[src/rtl/gpio_cap_pkg.sv]
package gpio_cap_pkg;

    // Which transition of a synchronized input counts as an event.
    typedef enum logic [1:0] {
        EDGE_RISE = 2'd0,
        EDGE_FALL = 2'd1,
        EDGE_BOTH = 2'd2
    } edge_sel_e;

    // Register offsets; software depends on these.
    localparam int OFF_LEVEL = 0;
    localparam int OFF_MASK  = 2;
    localparam int OFF_CAP   = 3;

    // Decoded write strobes from the bus decoder.
    typedef struct packed {
        logic mask_we;
        logic cap_we;
    } wr_strobe_t;

    // Event test for one line: current and previous synchronized value.
    function automatic logic line_event(logic cur, logic old, edge_sel_e sel);
        logic ev;
        case (sel)
            EDGE_RISE: ev = cur & ~old;
            EDGE_FALL: ev = ~cur & old;
            default:   ev = cur ^ old;
        endcase
        return ev;
    endfunction

endpackage

[src/rtl/gpio_in_sync.sv]
module gpio_in_sync
    import gpio_cap_pkg::*;
#(
    parameter int        WIDTH    = 4,
    parameter int        STAGES   = 2,
    parameter edge_sel_e EDGE_SEL = EDGE_RISE
) (
    input  logic             clk,
    input  logic             rst,
    input  logic [WIDTH-1:0] pins,
    output logic [WIDTH-1:0] level,
    output logic [WIDTH-1:0] hits
);
    // History is valid once the synchronizer and the old-value register are filled.
    localparam int ARM_CNT = STAGES + 1;
    localparam int CNT_W   = $clog2(ARM_CNT + 1);

    logic [WIDTH-1:0] stage_q [STAGES];
    logic [WIDTH-1:0] old_q;
    logic [CNT_W-1:0] arm_cnt_q;
    logic             armed;

    genvar s;
    generate
        for (s = 0; s < STAGES; s++) begin : g_stage
            if (s == 0) begin : g_first
                always_ff @(posedge clk) begin
                    if (rst) stage_q[s] <= '0;
                    else     stage_q[s] <= pins;
                end
            end else begin : g_next
                always_ff @(posedge clk) begin
                    if (rst) stage_q[s] <= '0;
                    else     stage_q[s] <= stage_q[s-1];
                end
            end
        end
    endgenerate

    assign level = stage_q[STAGES-1];

    always_ff @(posedge clk) begin
        if (rst) begin
            old_q     <= '0;
            arm_cnt_q <= '0;
        end else begin
            old_q <= level;
            if (!armed) arm_cnt_q <= arm_cnt_q + 1'b1;
        end
    end

    assign armed = (arm_cnt_q == CNT_W'(ARM_CNT));

    always_comb begin
        for (int i = 0; i < WIDTH; i++) begin
            hits[i] = armed & line_event(level[i], old_q[i], EDGE_SEL);
        end
    end

    // no event reaches the capture logic before the history is filled
    p_quiet_until_armed_r1: assert property (@(posedge clk) disable iff (rst)
        (arm_cnt_q != CNT_W'(ARM_CNT)) |-> (hits == '0));

    // an event always reflects a change of the synchronized level
    p_event_is_change_r3: assert property (@(posedge clk) disable iff (rst)
        (hits != '0) |-> ((hits & (level ^ old_q)) == hits));

endmodule

[src/rtl/gpio_cap_reg.sv]
module gpio_cap_reg
    import gpio_cap_pkg::*;
#(
    parameter int WIDTH         = 4,
    parameter bit PER_BIT_CLEAR = 1'b1
) (
    input  logic             clk,
    input  logic             rst,
    input  logic             clr_we,
    input  logic [WIDTH-1:0] clr_data,
    input  logic [WIDTH-1:0] hits,
    output logic [WIDTH-1:0] cap
);
    logic [WIDTH-1:0] cap_q;
    logic [WIDTH-1:0] clr_vec;
    logic [WIDTH-1:0] cap_d;

    generate
        if (PER_BIT_CLEAR) begin : g_w1c
            assign clr_vec = clr_we ? clr_data : '0;
        end else begin : g_wall
            assign clr_vec = clr_we ? '1 : '0;
        end
    endgenerate

    // New events are ORed in after the clear, so a coincident event survives.
    assign cap_d = (cap_q & ~clr_vec) | hits;

    always_ff @(posedge clk) begin
        if (rst) cap_q <= '0;
        else     cap_q <= cap_d;
    end

    assign cap = cap_q;

    // without a clear write no captured bit drops
    p_sticky_r5: assert property (@(posedge clk) disable iff (rst)
        !clr_we |=> ((cap_q & $past(cap_q)) == $past(cap_q)));

    // every event of a cycle is held on the next edge
    p_all_events_held_r9: assert property (@(posedge clk) disable iff (rst)
        (hits != '0) |=> ((cap_q & $past(hits)) == $past(hits)));

    // an event beats a clear write on the same edge
    p_event_beats_clear_r10: assert property (@(posedge clk) disable iff (rst)
        (clr_we && (hits != '0)) |=> ((cap_q & $past(hits)) == $past(hits)));

    // a bit only becomes set through an event
    p_set_needs_event_r3: assert property (@(posedge clk) disable iff (rst)
        (cap_q & ~$past(cap_q) & ~$past(hits)) == '0);

    generate
        if (PER_BIT_CLEAR) begin : g_chk_w1c
            // writing zeros leaves every captured bit in place
            p_zero_write_keeps_r7: assert property (@(posedge clk) disable iff (rst)
                (clr_we && (clr_data == '0)) |=> (cap_q == ($past(cap_q) | $past(hits))));
        end else begin : g_chk_wall
            // any write leaves only the events of that cycle
            p_write_clears_all_r8: assert property (@(posedge clk) disable iff (rst)
                clr_we |=> (cap_q == $past(hits)));
        end
    endgenerate

endmodule

[src/rtl/gpio_reg_if.sv]
module gpio_reg_if
    import gpio_cap_pkg::*;
#(
    parameter int WIDTH  = 4,
    parameter int ADDR_W = 2
) (
    input  logic              clk,
    input  logic              rst,
    input  logic [ADDR_W-1:0] addr,
    input  logic              wr,
    input  logic [WIDTH-1:0]  wdata,
    input  logic [WIDTH-1:0]  level,
    input  logic [WIDTH-1:0]  cap,
    output wr_strobe_t        strobe,
    output logic [WIDTH-1:0]  mask,
    output logic [WIDTH-1:0]  rdata
);
    localparam logic [ADDR_W-1:0] A_LEVEL = ADDR_W'(OFF_LEVEL);
    localparam logic [ADDR_W-1:0] A_MASK  = ADDR_W'(OFF_MASK);
    localparam logic [ADDR_W-1:0] A_CAP   = ADDR_W'(OFF_CAP);

    logic [WIDTH-1:0] mask_q;

    always_comb begin
        strobe.mask_we = wr && (addr == A_MASK);
        strobe.cap_we  = wr && (addr == A_CAP);
    end

    always_ff @(posedge clk) begin
        if (rst)                 mask_q <= '0;
        else if (strobe.mask_we) mask_q <= wdata;
    end

    assign mask = mask_q;

    always_comb begin
        case (addr)
            A_LEVEL: rdata = level;
            A_MASK:  rdata = mask_q;
            A_CAP:   rdata = cap;
            default: rdata = '0;
        endcase
    end

    // enable register keeps its value unless written at its own offset
    p_mask_holds_r6: assert property (@(posedge clk) disable iff (rst)
        !(wr && (addr == A_MASK)) |=> $stable(mask_q));

    // the unmapped offsets read zero
    p_unmapped_zero_r11: assert property (@(posedge clk) disable iff (rst)
        (addr != A_LEVEL && addr != A_MASK && addr != A_CAP) |-> (rdata == '0));

endmodule

[src/rtl/gpio_edge_irq.sv]
module gpio_edge_irq
    import gpio_cap_pkg::*;
#(
    parameter int        WIDTH         = 4,
    parameter int        ADDR_W        = 2,
    parameter int        SYNC_STAGES   = 2,
    parameter edge_sel_e EDGE_SEL      = EDGE_RISE,
    parameter bit        PER_BIT_CLEAR = 1'b1
) (
    input  logic              clk,
    input  logic              rst,
    input  logic [ADDR_W-1:0] bus_addr,
    input  logic              bus_wr,
    input  logic [WIDTH-1:0]  bus_wdata,
    output logic [WIDTH-1:0]  bus_rdata,
    input  logic [WIDTH-1:0]  pins_in,
    output logic              irq_out
);
    logic [WIDTH-1:0] level;
    logic [WIDTH-1:0] hits;
    logic [WIDTH-1:0] cap;
    logic [WIDTH-1:0] mask;
    wr_strobe_t       strobe;

    gpio_in_sync #(
        .WIDTH    (WIDTH),
        .STAGES   (SYNC_STAGES),
        .EDGE_SEL (EDGE_SEL)
    ) u_sync (
        .clk   (clk),
        .rst   (rst),
        .pins  (pins_in),
        .level (level),
        .hits  (hits)
    );

    gpio_cap_reg #(
        .WIDTH         (WIDTH),
        .PER_BIT_CLEAR (PER_BIT_CLEAR)
    ) u_cap (
        .clk      (clk),
        .rst      (rst),
        .clr_we   (strobe.cap_we),
        .clr_data (bus_wdata),
        .hits     (hits),
        .cap      (cap)
    );

    gpio_reg_if #(
        .WIDTH  (WIDTH),
        .ADDR_W (ADDR_W)
    ) u_regs (
        .clk    (clk),
        .rst    (rst),
        .addr   (bus_addr),
        .wr     (bus_wr),
        .wdata  (bus_wdata),
        .level  (level),
        .cap    (cap),
        .strobe (strobe),
        .mask   (mask),
        .rdata  (bus_rdata)
    );

    // One request line for the whole port, no priority among lines.
    assign irq_out = |(cap & mask);

    // a raised request always has a captured and enabled line behind it
    p_irq_has_source_r6: assert property (@(posedge clk) disable iff (rst)
        irq_out |-> (cap != '0 && mask != '0));

    // the request is low on the first edge after reset
    p_irq_low_after_reset_r1: assert property (@(posedge clk)
        $fell(rst) |-> !irq_out);

endmodule

[config.mk]
export PLATFORM = sky130hd
export DESIGN_NAME = gpio_edge_irq
export DESIGN_NICKNAME = d
export VERILOG_FILES = /design/src/rtl/gpio_cap_pkg.sv /design/src/rtl/gpio_in_sync.sv /design/src/rtl/gpio_cap_reg.sv /design/src/rtl/gpio_reg_if.sv /design/src/rtl/gpio_edge_irq.sv
export SDC_FILE = /design/constraint.sdc
export NUM_CORES = 1
export LEC_CHECK = 0
export BUFFER_PORTS_ARGS = -buffer_cell sky130_fd_sc_hd__buf_2
export CAP_MARGIN = 25
export CORE_MARGIN = 2
export CORE_UTILIZATION = 25
export DETAILED_ROUTE_END_ITERATION = 10
export MAX_ROUTING_LAYER = met4
export SLEW_MARGIN = 10
export SYNTH_ARGS = -nofsm -noshare
export SYNTH_HDL_FRONTEND = slang
export SYNTH_HIERARCHICAL = 1
export SYNTH_SLANG_ARGS = --single-unit
[constraint.sdc]
create_clock -name clk -period 2 [get_ports clk]
set_clock_uncertainty 0.1 [all_clocks]
set_input_delay 0.2 -clock clk [delete_from_list [all_inputs] [get_ports clk]]
set_output_delay 0.2 -clock clk [all_outputs]
set_load 0.02 [all_outputs]
==> After elaboration in Yosys (flattened, before gate mapping) <==
Memories as Yosys holds them, arrays and structs flattened.
Cells that the tools add are included.
{ "op_classes": {"addsub": 1, "n_eq_ne": 3, "muxes": 7, "bitwise": 18, "reduce_logical": 4} }
{ "ops": {"columns": ["cell", "n"], "rows": [
  ["2-to-1 mux 4 bit", 3],
  ["case mux 4 bit (3 select lines)", 1],
  ["bitwise AND 1 bit", 8],
  ["bitwise AND 4 bit", 2],
  ["equality test 2 bit (second input constant)", 3],
  ["NOT 1 bit", 4],
  ["NOT 4 bit", 1],
  ["OR 4 bit", 1],
  ["OR reduction 4 bit", 1],
  ["2-to-1 mux 1 bit", 3],
  ["adder 2 x 1 -> 2 bit (second input constant)", 1],
  ["logical AND 1 bit", 2],
  ["logical NOT 2 bit", 1],
  ["OR 1 bit", 2]
]} }
{ "totals": {"regBits": 14, "mem_bits_rw": 8, "input_bits": 13, "output_inout_bits": 5, "memories": 1} }
{ "mem_list": {"columns": ["memory", "words", "width", "read_ports", "rd_clocked_by_memory_dff", "write_ports", "line_no", "rtl"], "rows": [
  ["u_sync.stage_q", 2, 4, 2, 0, 2, "gpio_in_sync.sv:18", "logic [WIDTH-1:0] stage_q [STAGES];"]
]} }

==> Longest topological paths before layout <==
{ "depth": {"word_depth": 6, "ltp_mapped": 5, "depth_no_buf": 5} }

==> Hierarchy <==
Netlist, hierarchy kept.
{ "modules_own_cells": {"columns": ["mod", "n_inst", "cells_each", "area_per_inst_um2", "seq_area_each_um2"], "rows": [
  ["gpio_in_sync", 1, 38, 486.7, 280.3],
  ["gpio_reg_if", 1, 29, 295.3, 80.1],
  ["gpio_cap_reg", 1, 16, 145.1, 80.1],
  ["gpio_edge_irq", 1, 3, 18.8, 0.0]
]} }

==> Least setup slack after synthesis <==
No wires, ideal clock.
{ "synth_timing": {"path_type": "input -> output", "startpoint": "input bus_addr[0]", "endpoint": "output bus_rdata[1]", "arrival_time_ns": 0.890, "required_time_ns": 1.700, "path_slack_ns": 0.810, "stages": 3, "cell_sequence": "buf_6 mux2_4 a22o_1"} }
{ "synth_between": {"elab_chain_len": 2, "elab_cells_between_ends": 4, "cone_classes": "eq/ne (2); mux (1); reduce/logical (1)"} }
{ "synth_rtl": {"columns": ["element", "line_no", "rtl"], "rows": [
  ["start, declared", "gpio_edge_irq.sv:12", "input logic [ADDR_W-1:0] bus_addr,"],
  ["equality test 2 bit or logical NOT 2 bit (tied branches)", "gpio_reg_if.sv:37", "case (addr)"],
  ["case mux 4 bit (3 select lines) (*)", "gpio_reg_if.sv:37", null],
  ["end, declared", "gpio_edge_irq.sv:15", "output logic [WIDTH-1:0] bus_rdata,"]
]} }
Every way passes the cells marked *; elsewhere a longest branch is shown, timed or not.

==> Worst setup path after layout <==
{ "layout_timing": {"startpoint": "register u_regs.mask_q[1] (netlist: u_regs/mask[1])", "endpoint": "output bus_rdata[1]"} }
{ "layout_between": {"elab_chain_len": 1} }
{ "layout_rtl": {"columns": ["element", "line_no", "rtl"], "rows": [
  ["start, declared", "gpio_reg_if.sv:22", "logic [WIDTH-1:0] mask_q;"],
  ["start signal, assigned", "gpio_reg_if.sv:31", "else if (strobe.mask_we) mask_q <= wdata;"],
  ["case mux 4 bit (3 select lines)", "gpio_reg_if.sv:37", null]
]} }
Every way passes these cells.

==> run metrics <==
outcome=finished, final reports clean; Final setup viols=0; Final Cycle Share=77.9%; Ys Warns=6; Max-slew headroom=68.5%; H-tree Lvls=1; most frequent cell after synthesis=dfxtp_1; # fillers=385; post-CTS sizing=0; TritonCTS Buffers=3; Layout Utilization=30.4%; Multi-input gate area=457 sq um; CP Capture Type=output port; Comb pwr share=10.5%; setup_tns=0 ns; Syn Area/Cell=11.0 sq um; Internal=682 uW; core area=3660 sq um; cell taking the most area after synthesis=dfxtp_1; Die Wd=65.5 microns; share of cells above drive strength 1=37.5%; sw frac=21.9%; Worst Path Max Fanout=3; Min-Delay Path Class=input port to flop; GRT overflow=0; CTS Hold Buffers Added=0; DR vias=650; first-pass detailed-route iteration total=4; Post-Layout Cell Count=152; # DRC=0; maximum vdd ir drop=0.364 mV; # Max-Cap Violations=0; synthesized area=946 sq um; FP Rows=22; Layout Nets=120; fin. max-slew vios=0; Worst-Margin Slew=0.473 ns; Clk pin slew, worst setup/hold paths=0.07 ns; Async SR Flop Fraction=0%; DP Area=1060 sq um; root buffer cell=clkbuf_8; clk_lat worst skew=0.25 ns; Startpoint Class=flop; Flop pwr share=54.5%; IO Pins=18; highest clock rate=0.642 GHz; Starting Density=25.8%; count of cell types in the netlist=19; HPWL after DPL=1320 microns; antenna violations before repair=0; crit path DAT=1.26 ns; Syn-to-layout area delta=17.6%; Syn Nets=101; post-synth top area share=46.6%; CP Data Required Time=1.70 ns; largest net degree at the start of global routing=27; fin area=1110 sq um; DRT antenna net count=0; DP Cell Count=148; DRT Wirelength=1670 microns; Max Buffers Root-to-Sink=2; register bit total from synthesis=22; Design Power=873 uW; sequential share of the synthesized area=46.6%; Tot GR Track Use=8.63%; kind of critical path=flop to output port; initial DRC count=13; CTS Sinks=22; Post-CTS Setup Repair Bufs=0; Post-synth top flop=dfxtp_1; RSZ-0062 raised after global routing=no; Final GP Congestion=0.767; final-report hold violation count=0; top cells by count, synth=dfxtp_1, nand2b_1, nor2b_2; antenna cells=0; CTS tree=done; vias per inst=4.28; vias in the first global route=672; global-route wire length before repair=2780 microns; Mapped Cells=86; die area=4290 sq um; WL per Instance=11.0 microns; number of enable flip-flop cells after synthesis=0; Switch Pwr=191 uW; PortBufs=17; total area of sequential cells=440 sq um; Min Clock Period, post-route=1.56 ns; Leak=0.477 nW; clock share of power=35.0%; PwrDens=785 nW/um^2; synth top area cells=dfxtp_1, nor2b_2, mux2i_1; Chip Height=65.5 microns
-- placed cells by master, fill, tap and decap left out, types with 3 or more instances in the layout --
cell type and n:
clkbuf_8 4, a311oi_1 4, and2b_2 4, dfxtp_1 22, nand2b_1 8, and3b_1 4, a22o_1 4, nor2b_2 8
buf_2 17, inv_1 4, nor2_1 6, mux2_2 3, mux2i_1 5
-- metal layers --
metal | up-vias | GRT usage, % | wire [microns]
met2 | 12 | 15.2 | 872
li1 | 327 | - | -
met4 | 0 | 4.17 | 31
met3 | 4 | 2.05 | 38
met1 | 307 | 9.08 | 727
met5 | - | - | 0
-- registers in the layout, summed over array words and instances, names as in the netlist --
register          flops
u_cap/cap             4
u_regs/mask           4
u_sync/arm_cnt_q      2
u_sync/old_q          4
u_sync/stage_q        8
-- stage by stage --
| step | setup slack (ns) | hold WS (ns) |
|---|---|---|
| 6_report | 0.442 | 0.0582 |
| 4_1_cts | 0.446 | 0.0542 |
| 5_1_grt | 0.421 | 0.0568 |
| 3_5_place_dp | 0.625 | 0.321 |
| 2_1_floorplan | 0.810 | 0.178 |
| 3_3_place_gp | 0.644 | 0.310 |
-- critical path, cell delays in order (launching register included) --
cell and delay [ns]:
dfxtp_1 0.33, mux2_4 0.27, a22o_1 0.25, buf_2 0.16
-- cells by family (layout without fill, tap and decap cells) --
family	after synthesis	after routing	synth area share (%)
AND/OR/NAND/NOR	35	35	25.3
flip-flops	22	22	46.6
AO/OA/AOI/OAI	10	10	8.99
multiplexers	9	9	10.4
buffers and inverters	7	25	5.16
adder cells (fa/ha/maj)	2	2	2.65
XOR/XNOR	1	1	0.926
-- worst paths after layout --
kind                        startpoint                    to  slack (ns)  depth (start not counted)
setup / recovery        u_regs/mask[1]          bus_rdata[1]        0.44                          3
hold / removal              pins_in[0]  u_sync/stage_q[0][0]        0.06                          2
setup reg to reg   u_sync/arm_cnt_q[0]          u_cap/cap[1]        0.72                          4
hold reg to reg   u_sync/stage_q[0][1]  u_sync/stage_q[1][1]        0.35                          1
-- power by group through the flow --
stage          clock [mW]  combinational, mW  sequential, mW
2_1_floorplan           0             0.0696           0.482
3_3_place_gp            0             0.0900           0.484
3_5_place_dp            0             0.0942           0.487
4_1_cts             0.317             0.0946           0.476
5_1_grt             0.335              0.102           0.479
6_report            0.306             0.0921           0.476
-- cell type report --
type | count | area share (%)
repair buffers | 17 | 7.65
multi-input cells | 57 | 41.1
clock buffers | 4 | 4.95
inverters | 4 | 1.35
well taps | 48 | 5.40
flip-flops and latches | 22 | 39.6
No activity file was read; power rests on OpenSTA's default activity.
